<file path="src/rtl/pcm_unpack_pkg.sv">
package pcm_unpack_pkg;

   localparam int BYTE_W   = 8;
   localparam int SAMPLE_W = 2 * BYTE_W;
   localparam int PEEK_N   = 4;
   localparam int POP_W    = $clog2(PEEK_N + 1);

   typedef enum logic [1:0] {
      FMT_MONO8   = 2'b00,
      FMT_STEREO8 = 2'b01,
      FMT_MONO16  = 2'b10,
      FMT_STEREO16= 2'b11
   } pcm_fmt_e;

   // bytes a whole frame occupies in the queue
   function automatic logic [POP_W-1:0] frame_bytes(pcm_fmt_e f);
      unique case (f)
         FMT_MONO8:    return POP_W'(1);
         FMT_STEREO8:  return POP_W'(2);
         FMT_MONO16:   return POP_W'(2);
         default:      return POP_W'(4);
      endcase
   endfunction

   // unsigned byte to signed sample, byte in the upper half
   function automatic logic [SAMPLE_W-1:0] widen_u8(logic [BYTE_W-1:0] b);
      return {~b[BYTE_W-1], b[BYTE_W-2:0], {BYTE_W{1'b0}}};
   endfunction

endpackage

</file>
<file path="src/rtl/pcm_byte_fifo.sv">
module pcm_byte_fifo
   import pcm_unpack_pkg::*;
#(
   parameter int DEPTH = 32
)(
   input  logic                           clk,
   input  logic                           rst_n,
   input  logic                           wr_en,
   input  logic [BYTE_W-1:0]              wr_data,
   input  logic [POP_W-1:0]               pop_n,
   output logic [PEEK_N-1:0][BYTE_W-1:0]  peek,
   output logic [$clog2(DEPTH):0]         level
);

   localparam int AW = $clog2(DEPTH);
   localparam logic [AW:0] DEPTH_L = (AW+1)'(DEPTH);

   if ((DEPTH & (DEPTH - 1)) != 0) begin : g_bad_depth
      $error("pcm_byte_fifo: DEPTH must be a power of two");
   end
   if (DEPTH < PEEK_N) begin : g_small_depth
      $error("pcm_byte_fifo: DEPTH must cover a full frame");
   end

   logic [BYTE_W-1:0] mem [DEPTH];
   logic [AW:0]       wr_ptr, rd_ptr;
   logic              full;

   assign level = wr_ptr - rd_ptr;
   assign full  = (level == DEPTH_L);

   always_ff @(posedge clk or negedge rst_n) begin
      if (!rst_n) begin
         wr_ptr <= '0;
         rd_ptr <= '0;
      end else begin
         if (wr_en && !full) wr_ptr <= wr_ptr + 1'b1;
         rd_ptr <= rd_ptr + (AW+1)'(pop_n);
      end
   end

   always_ff @(posedge clk) begin
      if (wr_en && !full) mem[wr_ptr[AW-1:0]] <= wr_data;
   end

   for (genvar k = 0; k < PEEK_N; k++) begin : g_peek
      assign peek[k] = mem[rd_ptr[AW-1:0] + AW'(k)];
   end


   level_bound_chk: assert property (@(posedge clk) disable iff (!rst_n)
      level <= DEPTH_L);


   full_drop_chk: assert property (@(posedge clk) disable iff (!rst_n)
      (wr_en && full && pop_n == '0) |=> (level == DEPTH_L));


   pop_covered_chk: assert property (@(posedge clk) disable iff (!rst_n)
      (AW+1)'(pop_n) <= level);

endmodule

</file>
<file path="src/rtl/pcm_frame_decode.sv">
module pcm_frame_decode
   import pcm_unpack_pkg::*;
(
   input  pcm_fmt_e                       fmt,
   input  logic [PEEK_N-1:0][BYTE_W-1:0]  bytes_in,
   output logic [POP_W-1:0]               need,
   output logic [SAMPLE_W-1:0]            left,
   output logic [SAMPLE_W-1:0]            right
);

   logic [1:0][SAMPLE_W-1:0] wide8;
   logic [1:0][SAMPLE_W-1:0] word16;

   for (genvar k = 0; k < 2; k++) begin : g_lane
      assign wide8[k]  = widen_u8(bytes_in[k]);
      assign word16[k] = {bytes_in[2*k+1], bytes_in[2*k]};
   end

   assign need = frame_bytes(fmt);

   always_comb begin
      unique case (fmt)
         FMT_MONO8:   begin left = wide8[0];  right = wide8[0];  end
         FMT_STEREO8: begin left = wide8[0];  right = wide8[1];  end
         FMT_MONO16:  begin left = word16[0]; right = word16[0]; end
         default:     begin left = word16[0]; right = word16[1]; end
      endcase
   end

endmodule

</file>
<file path="src/rtl/pcm_unpack.sv">
module pcm_unpack
   import pcm_unpack_pkg::*;
#(
   parameter int FIFO_DEPTH = 32
)(
   input  logic        clk,
   input  logic        rst_n,
   input  logic        enable,
   input  logic        sample_tick,
   input  logic [1:0]  fmt,
   input  logic        wr_en,
   input  logic [7:0]  wr_data,
   output logic [15:0] out_left,
   output logic [15:0] out_right,
   output logic        out_valid
);

   localparam int LW = $clog2(FIFO_DEPTH) + 1;

   logic [PEEK_N-1:0][BYTE_W-1:0] head;
   logic [LW-1:0]                 level;
   logic [POP_W-1:0]              need, pop_n;
   logic [SAMPLE_W-1:0]           dec_l, dec_r;
   logic                          take;

   pcm_byte_fifo #(.DEPTH(FIFO_DEPTH)) u_fifo (
      .clk     (clk),
      .rst_n   (rst_n),
      .wr_en   (wr_en),
      .wr_data (wr_data),
      .pop_n   (pop_n),
      .peek    (head),
      .level   (level)
   );

   pcm_frame_decode u_dec (
      .fmt      (pcm_fmt_e'(fmt)),
      .bytes_in (head),
      .need     (need),
      .left     (dec_l),
      .right    (dec_r)
   );

   assign take  = sample_tick && enable && (level >= LW'(need));
   assign pop_n = take ? need : '0;

   always_ff @(posedge clk or negedge rst_n) begin
      if (!rst_n) begin
         out_left  <= '0;
         out_right <= '0;
         out_valid <= 1'b0;
      end else begin
         out_valid <= sample_tick;
         if (sample_tick) begin
            out_left  <= take ? dec_l : '0;
            out_right <= take ? dec_r : '0;
         end
      end
   end


   strobe_on_tick_chk: assert property (@(posedge clk) disable iff (!rst_n)
      sample_tick |=> out_valid);


   hold_between_chk: assert property (@(posedge clk) disable iff (!rst_n)
      !sample_tick |=> (!out_valid && $stable(out_left) && $stable(out_right)));


   disabled_silent_chk: assert property (@(posedge clk) disable iff (!rst_n)
      (sample_tick && !enable) |=> (out_left == '0 && out_right == '0));


   mono_dup_chk: assert property (@(posedge clk) disable iff (!rst_n)
      (sample_tick && !fmt[0]) |=> (out_left == out_right));

endmodule

</file>
<file path="config.mk">
export PLATFORM = sky130hd
export DESIGN_NAME = pcm_unpack
export DESIGN_NICKNAME = d
export VERILOG_FILES = /design/src/rtl/pcm_unpack_pkg.sv /design/src/rtl/pcm_byte_fifo.sv /design/src/rtl/pcm_frame_decode.sv /design/src/rtl/pcm_unpack.sv
export SDC_FILE = /design/constraint.sdc
export NUM_CORES = 1
export LEC_CHECK = 0
export BUFFER_PORTS_ARGS = -buffer_cell sky130_fd_sc_hd__buf_2
export CORE_AREA = 2 2 234 236
export CTS_CLUSTER_SIZE = 25
export DETAILED_ROUTE_END_ITERATION = 7
export DIE_AREA = 0 0 236 238
export PLACE_DENSITY_LB_ADDON = 0.05
export SLEW_MARGIN = 20
export SYNTH_ARGS = -nofsm -noshare
export SYNTH_HDL_FRONTEND = slang
export SYNTH_SLANG_ARGS = --single-unit
</file>
<file path="constraint.sdc">
create_clock -name clk -period 8 [get_ports clk]
set_input_delay 0.8 -clock clk [delete_from_list [all_inputs] [get_ports clk]]
set_output_delay 0.8 -clock clk [all_outputs]
set_load 0.005 [all_outputs]
</file>
; Yosys cells after proc, flatten, opt, wreduce, memory -nomap -nowiden
; Memory sizes are Yosys's and may differ from the RTL's.
; Index checks and enable logic that the tools add are counted.
[op_classes]
n_addsub = 6
n_lt_le_gt_ge = 1
eq_ne = 3
n_mux = 8
bitwise = 2
n_reduce_logical = 7
[ops]
columns = cell, count
row1 = $mux W16, 3
row2 = $pmux W16 S3, 1
row3 = $add A5 B2 Y5 const B, 2
row4 = $add A6 B1 Y6 const B, 1
row5 = $add A6 B3 Y6, 1
row6 = $eq A6 B6 Y1 const B, 1
row7 = $ge A6 B3 Y1, 1
row8 = $pmux W3 S2, 1
row9 = $sub A6 B6 Y6, 1
row10 = $add A5 B1 Y5 const B, 1
row11 = $reduce_or A2 Y1, 2
row12 = $logic_and A1 B1 Y1, 3
row13 = $mux W3, 1
row14 = $eq A2 B1 Y1 const B, 1
row15 = $eq A2 B2 Y1 const B, 1
row16 = $logic_not A2 Y1, 1
row17 = $mux W1, 2
row18 = $not A1 Y1, 2
row19 = $logic_not A1 Y1, 1
[word_totals]
regBits = 45
mem_bits_rw = 256
input_bits = 15
out_inout_bits = 33
mem_count = 1
[mem_list]
columns = name, depth, word_bits, rd, rd_clocked_by_memory_dff, wr, line
row1 = u_fifo.mem, 32, 8, 4, 0, 1, pcm_byte_fifo.sv:25  ; logic [BYTE_W-1:0] mem [DEPTH];

; Longest topological paths before layout
[depth]
word_depth = 7
mapped_depth = 17
ltp_nobuf = 15

; Modules after synthesis
; A second synthesis with hierarchy kept.
[hier_totals]
hier_cells = 1173
area_unflattened_um2 = 19092.1
[modules_own_cells]
columns = module, n_inst, cells_per_inst, area_per_inst_um2
row1 = pcm_byte_fifo, 1, 936, 16859.9
row2 = pcm_unpack, 1, 158, 1657.8
row3 = pcm_frame_decode, 1, 79, 574.3

; Worst setup path after synthesis
; No wires, ideal clock.
[synth_timing]
path_kind = reg2reg
from = register u_fifo.rd_ptr[1]
to = register u_fifo.rd_ptr[4]
arrival_ns = 4.247
t_required_ns = 7.876
setup_slack_ns = 3.629
stages_incl_launch_ff = 18
n_path_buf = 4
period_less_slack_ns = 4.371
path_cell_list = dfrtp_1 > inv_1 > buf_1 > clkbuf_1 > ha_1 > nor2b_1 > o21ai_0 > mux2i_1 > o211ai_1 > a31o_1 > clkbuf_1 > clkbuf_1 > nor2_1 > ha_1 > fa_1 > a21oi_1 > nor2_1 > xnor2_1
[synth_between]
elab_chain_len = 5
[synth_rtl]
columns = item, line
row1 = "start, declared", pcm_byte_fifo.sv:26  ; logic [AW:0] wr_ptr, rd_ptr;
row2 = "start signal, assigned", pcm_byte_fifo.sv:38  ; rd_ptr <= rd_ptr + (AW+1)'(pop_n);
row3 = $sub A6 B6 Y6, pcm_byte_fifo.sv:29  ; assign level = wr_ptr - rd_ptr;
row4 = $ge A6 B3 Y1, pcm_unpack.sv:44  ; assign take = sample_tick && enable && (level >= LW'(need));
row5 = $logic_and A1 B1 Y1, pcm_unpack.sv:44
row6 = $mux W3, pcm_unpack.sv:45  ; assign pop_n = take ? need : '0;
row7 = $add A6 B3 Y6 (*), pcm_byte_fifo.sv:38
; Mark *: on every way between the ends. The rest lies on a longest branch, timed or not.
; A chain may end at the register's enable or synchronous reset.

; Final worst setup path
[layout_timing]
from = register u_fifo.rd_ptr[1]
to = memory u_fifo.mem[0][3], enable pin
[layout_between]
elab_chain_len = 6
[layout_rtl]
columns = item, line
row1 = $sub A6 B6 Y6, pcm_byte_fifo.sv:29
row2 = $eq A6 B6 Y1, pcm_byte_fifo.sv:30  ; assign full = (level == DEPTH_L);
row3 = $logic_not A1 Y1, pcm_byte_fifo.sv:43  ; if (wr_en && !full) mem[wr_ptr[AW-1:0]] <= wr_data;
row4 = $logic_and A1 B1 Y1, pcm_byte_fifo.sv:43
row5 = $mux W1, pcm_byte_fifo.sv:43
row6 = $mux W1 (implied by the code), pcm_byte_fifo.sv:43
row7 = "end, declared", pcm_byte_fifo.sv:25
; Every way passes these cells.

==> out/results.ini <==
[cts]
cts_tree = done
cts_hold_buf = 0
cts_root_buf = clkbuf_16
cts_resized = 0
clockBufferDepth = 3
clock-sinks = 301
cts_buffers = 37
path_clk_slew_ns = 0.06
clk_latency_ns = 0.57
post_cts_buffers = 0
htreeDepth = 2

[power_and_ir_drop]
p_total_mw = 9.71
power.share.clock = 0.175
p_seq_frac = 0.218
ir_drop_uv = 296
internal_power_mw = 5.24
power_density_mw_per_mm2 = 486
p_sw_frac = 0.461
combPwrFrac = 0.607
switchingPower_mw = 4.48
leakagePower_nw = 7.00

[setup_path]
slowest_delay_ns = 1.03
reg2reg_depth = 9
path_cells = inv_2 -> ha_1 -> nor2b_1 -> o21ai_0 -> mux2i_1 -> o211ai_1 -> a31oi_2 -> nand2_1 -> nor2_1
r2r-end = u_fifo.mem[0][3]
cp-start-kind = register
path_max_fanout = 34
required_ns = 8.18
arrival_ns = 4.99
crit_path_end_kind = register
path_class = register to register
cp_slowest_cell = nor2_1
worst-path-buf-inv = 1
r2r-start = u_fifo.rd_ptr[1]
crit_family = simple AND/OR/NAND/NOR gates
rrSetupSlack_ns = 3.19

[job]
cap_viol_max_count = 0

[grt]
grt_use_total = 0.238
grt_max_degree = 142
grt_first_pass_wirelength_mm = 93.9
grt_pass1_vias = 11900
grt_antenna_before_repair = 0
grt.overflow.total = 0

[synthesis]
yosysTopAreaCell = edfxtp_1
synth_nets = 1308
synth_warnings = 0
synthArstFlopShare = 0.150
syn_avg_cell_area_sq_um = 14.2
synthFlopType = edfxtp_1
synthTopCellsByArea = edfxtp_1 (43%), mux4_2 (21%), mux2i_1 (6.8%), dfrtp_1 (6.3%), a22oi_1 (2.2%)
synth_edf_count = 256
yosysUniqueCellTypes = 62
synth-seq-area-share = 0.489
syn_inst = 1268
synth_top_area_share = 0.427
ys_ff_latch = 301
netlist_area_sq_mm = 0.0180

[route]
drtPass1Iterations = 7
drtIter0Drc = 1216
post_drt_wl_per_cell_um = 33.3
wirelength_mm = 66.4
vias_per_cell = 6.20
via_count = 12400
drtAntennaViolNets = 0
drc = 0

[outcome]
status = finished, final reports clean

[final_layout]
diodes = 0
drive_above_1_share = 0.240
most-common-layout-cells = edfxtp_1 (256), mux4_2 (169), mux2i_1 (123), nand2_1 (69), nor2_1 (65)
nets = 1314
fill_cells = 5038
layout_commonest_cell = edfxtp_1
fin_area_sq_mm = 0.0200
utilization = 0.374
instances_no_fill = 1996
area_growth_syn_to_layout_pct = 11.0

[placed_design]
dpl.hpwl_mm = 48.3
pre_cts_ws_ns = 3.04
numPortBuffers = 47
gp_congestion = 0.946
place_area_sq_mm = 0.0188
dpl.cell_count = 1931

[sta]
tightest_slew_ns = 1.07
fmax_mhz = 208
finClkSkew_ns = 0.0186
tns_ns = 0
min_period_over_period = 0.601
slew_headroom = 0.286
fin_crit_ns = 4.81
rsz0062_at_grt = no
drv_slew = 0
setup_ws_ns = 3.19
hold_slack_ns = 0.0301
hold_violations = 0
finalSetupViolations = 0

[min_path]
hp-class = input pin to async pin

[floorplan]
die_area_sq_mm = 0.0562
fp.dieH_um = 238
std_cell_rows = 85
ios = 48
core-area_sq_mm = 0.0535
die_w_um = 236
start_util = 0.337

-- synth_stat cells, drive strengths merged (16+ instances only) --
library cell / instances
a22oi: 53
a211o: 16
dfrtp: 45
and3: 18
edfxtp: 256
ha: 23
inv: 43
mux2i: 123
nor2: 66
buf: 51
a21oi: 42
o221ai: 16
mux4: 169
o21ai: 24
clkbuf: 47
nand3: 45
nand2: 69
-- worst max-delay path by stage --
| stage | startpoint | to | slack, ns | cells after the start |
|---|---|---|---|---|
| after CTS | u_fifo.rd_ptr[0] | out_left[15] | 3.03 | 9 |
| after floorplan | u_fifo.rd_ptr[1] | u_fifo.rd_ptr[4] | 3.63 | 17 |
| after detailed placement | u_fifo.rd_ptr[0] | out_left[15] | 3.04 | 9 |
| final | u_fifo.rd_ptr[1] | u_fifo.mem[0][3] | 3.19 | 9 |
| after global placement | u_fifo.rd_ptr[0] | out_left[15] | 3.13 | 9 |
| after global routing | u_fifo.rd_ptr[1] | u_fifo.mem[0][0] | 2.90 | 9 |
-- routing by layer --
metal	vias to the layer above	global-route usage	part of all wire
met2	565	0.346	0.43
met5	-	0	0
li1	5184	-	-
met1	6535	0.353	0.45
met3	90	0.0458	0.082
met4	0	0.0882	0.037
-- final cells by class --
class                      count  area, sq um  area share
tap                          696          871      0.0436
clock inverter                23          221      0.0111
timing repair buffer          65          399      0.0200
sequential                   301         8820       0.441
clock buffer                  42          987      0.0494
multi-input combinational    825         8520       0.426
inverter                      44          165     0.00826
-- flip-flops by register name (all words and copies together) (netlist names) --
register,flops
out_valid,1
out_left,16
u_fifo.wr_ptr,6
u_fifo.mem,256
out_right,16
u_fifo.rd_ptr,6
-- logic make-up (layout without fill, tap and decap cells) --
| family | count (synthesis) | in the layout | synth area share |
|---|---|---|---|
| adders and majority gates | 25 | 25 | 0.0182 |
| DFF | 301 | 301 | 0.489 |
| muxes | 301 | 301 | 0.285 |
| xor gates and xnor gates | 19 | 19 | 0.00966 |
| AOI/OAI and AO/OA | 226 | 226 | 0.0905 |
| buffers and inverters | 142 | 174 | 0.0397 |
| and+or+nand+nor | 254 | 254 | 0.0671 |
-- power by group through the flow --
| stage | clock, mW | sequential, mW | combinational [mW] |
|---|---|---|---|
| floorplan | 0 | 2.01 | 3.96 |
| CTS | 1.74 | 2.12 | 5.84 |
| finish | 1.70 | 2.12 | 5.89 |
| global route | 1.80 | 2.15 | 6.20 |
| detailed placement | 0 | 2.15 | 5.81 |
| global placement | 0 | 2.16 | 5.82 |
(Power assumes the default switching activity.)
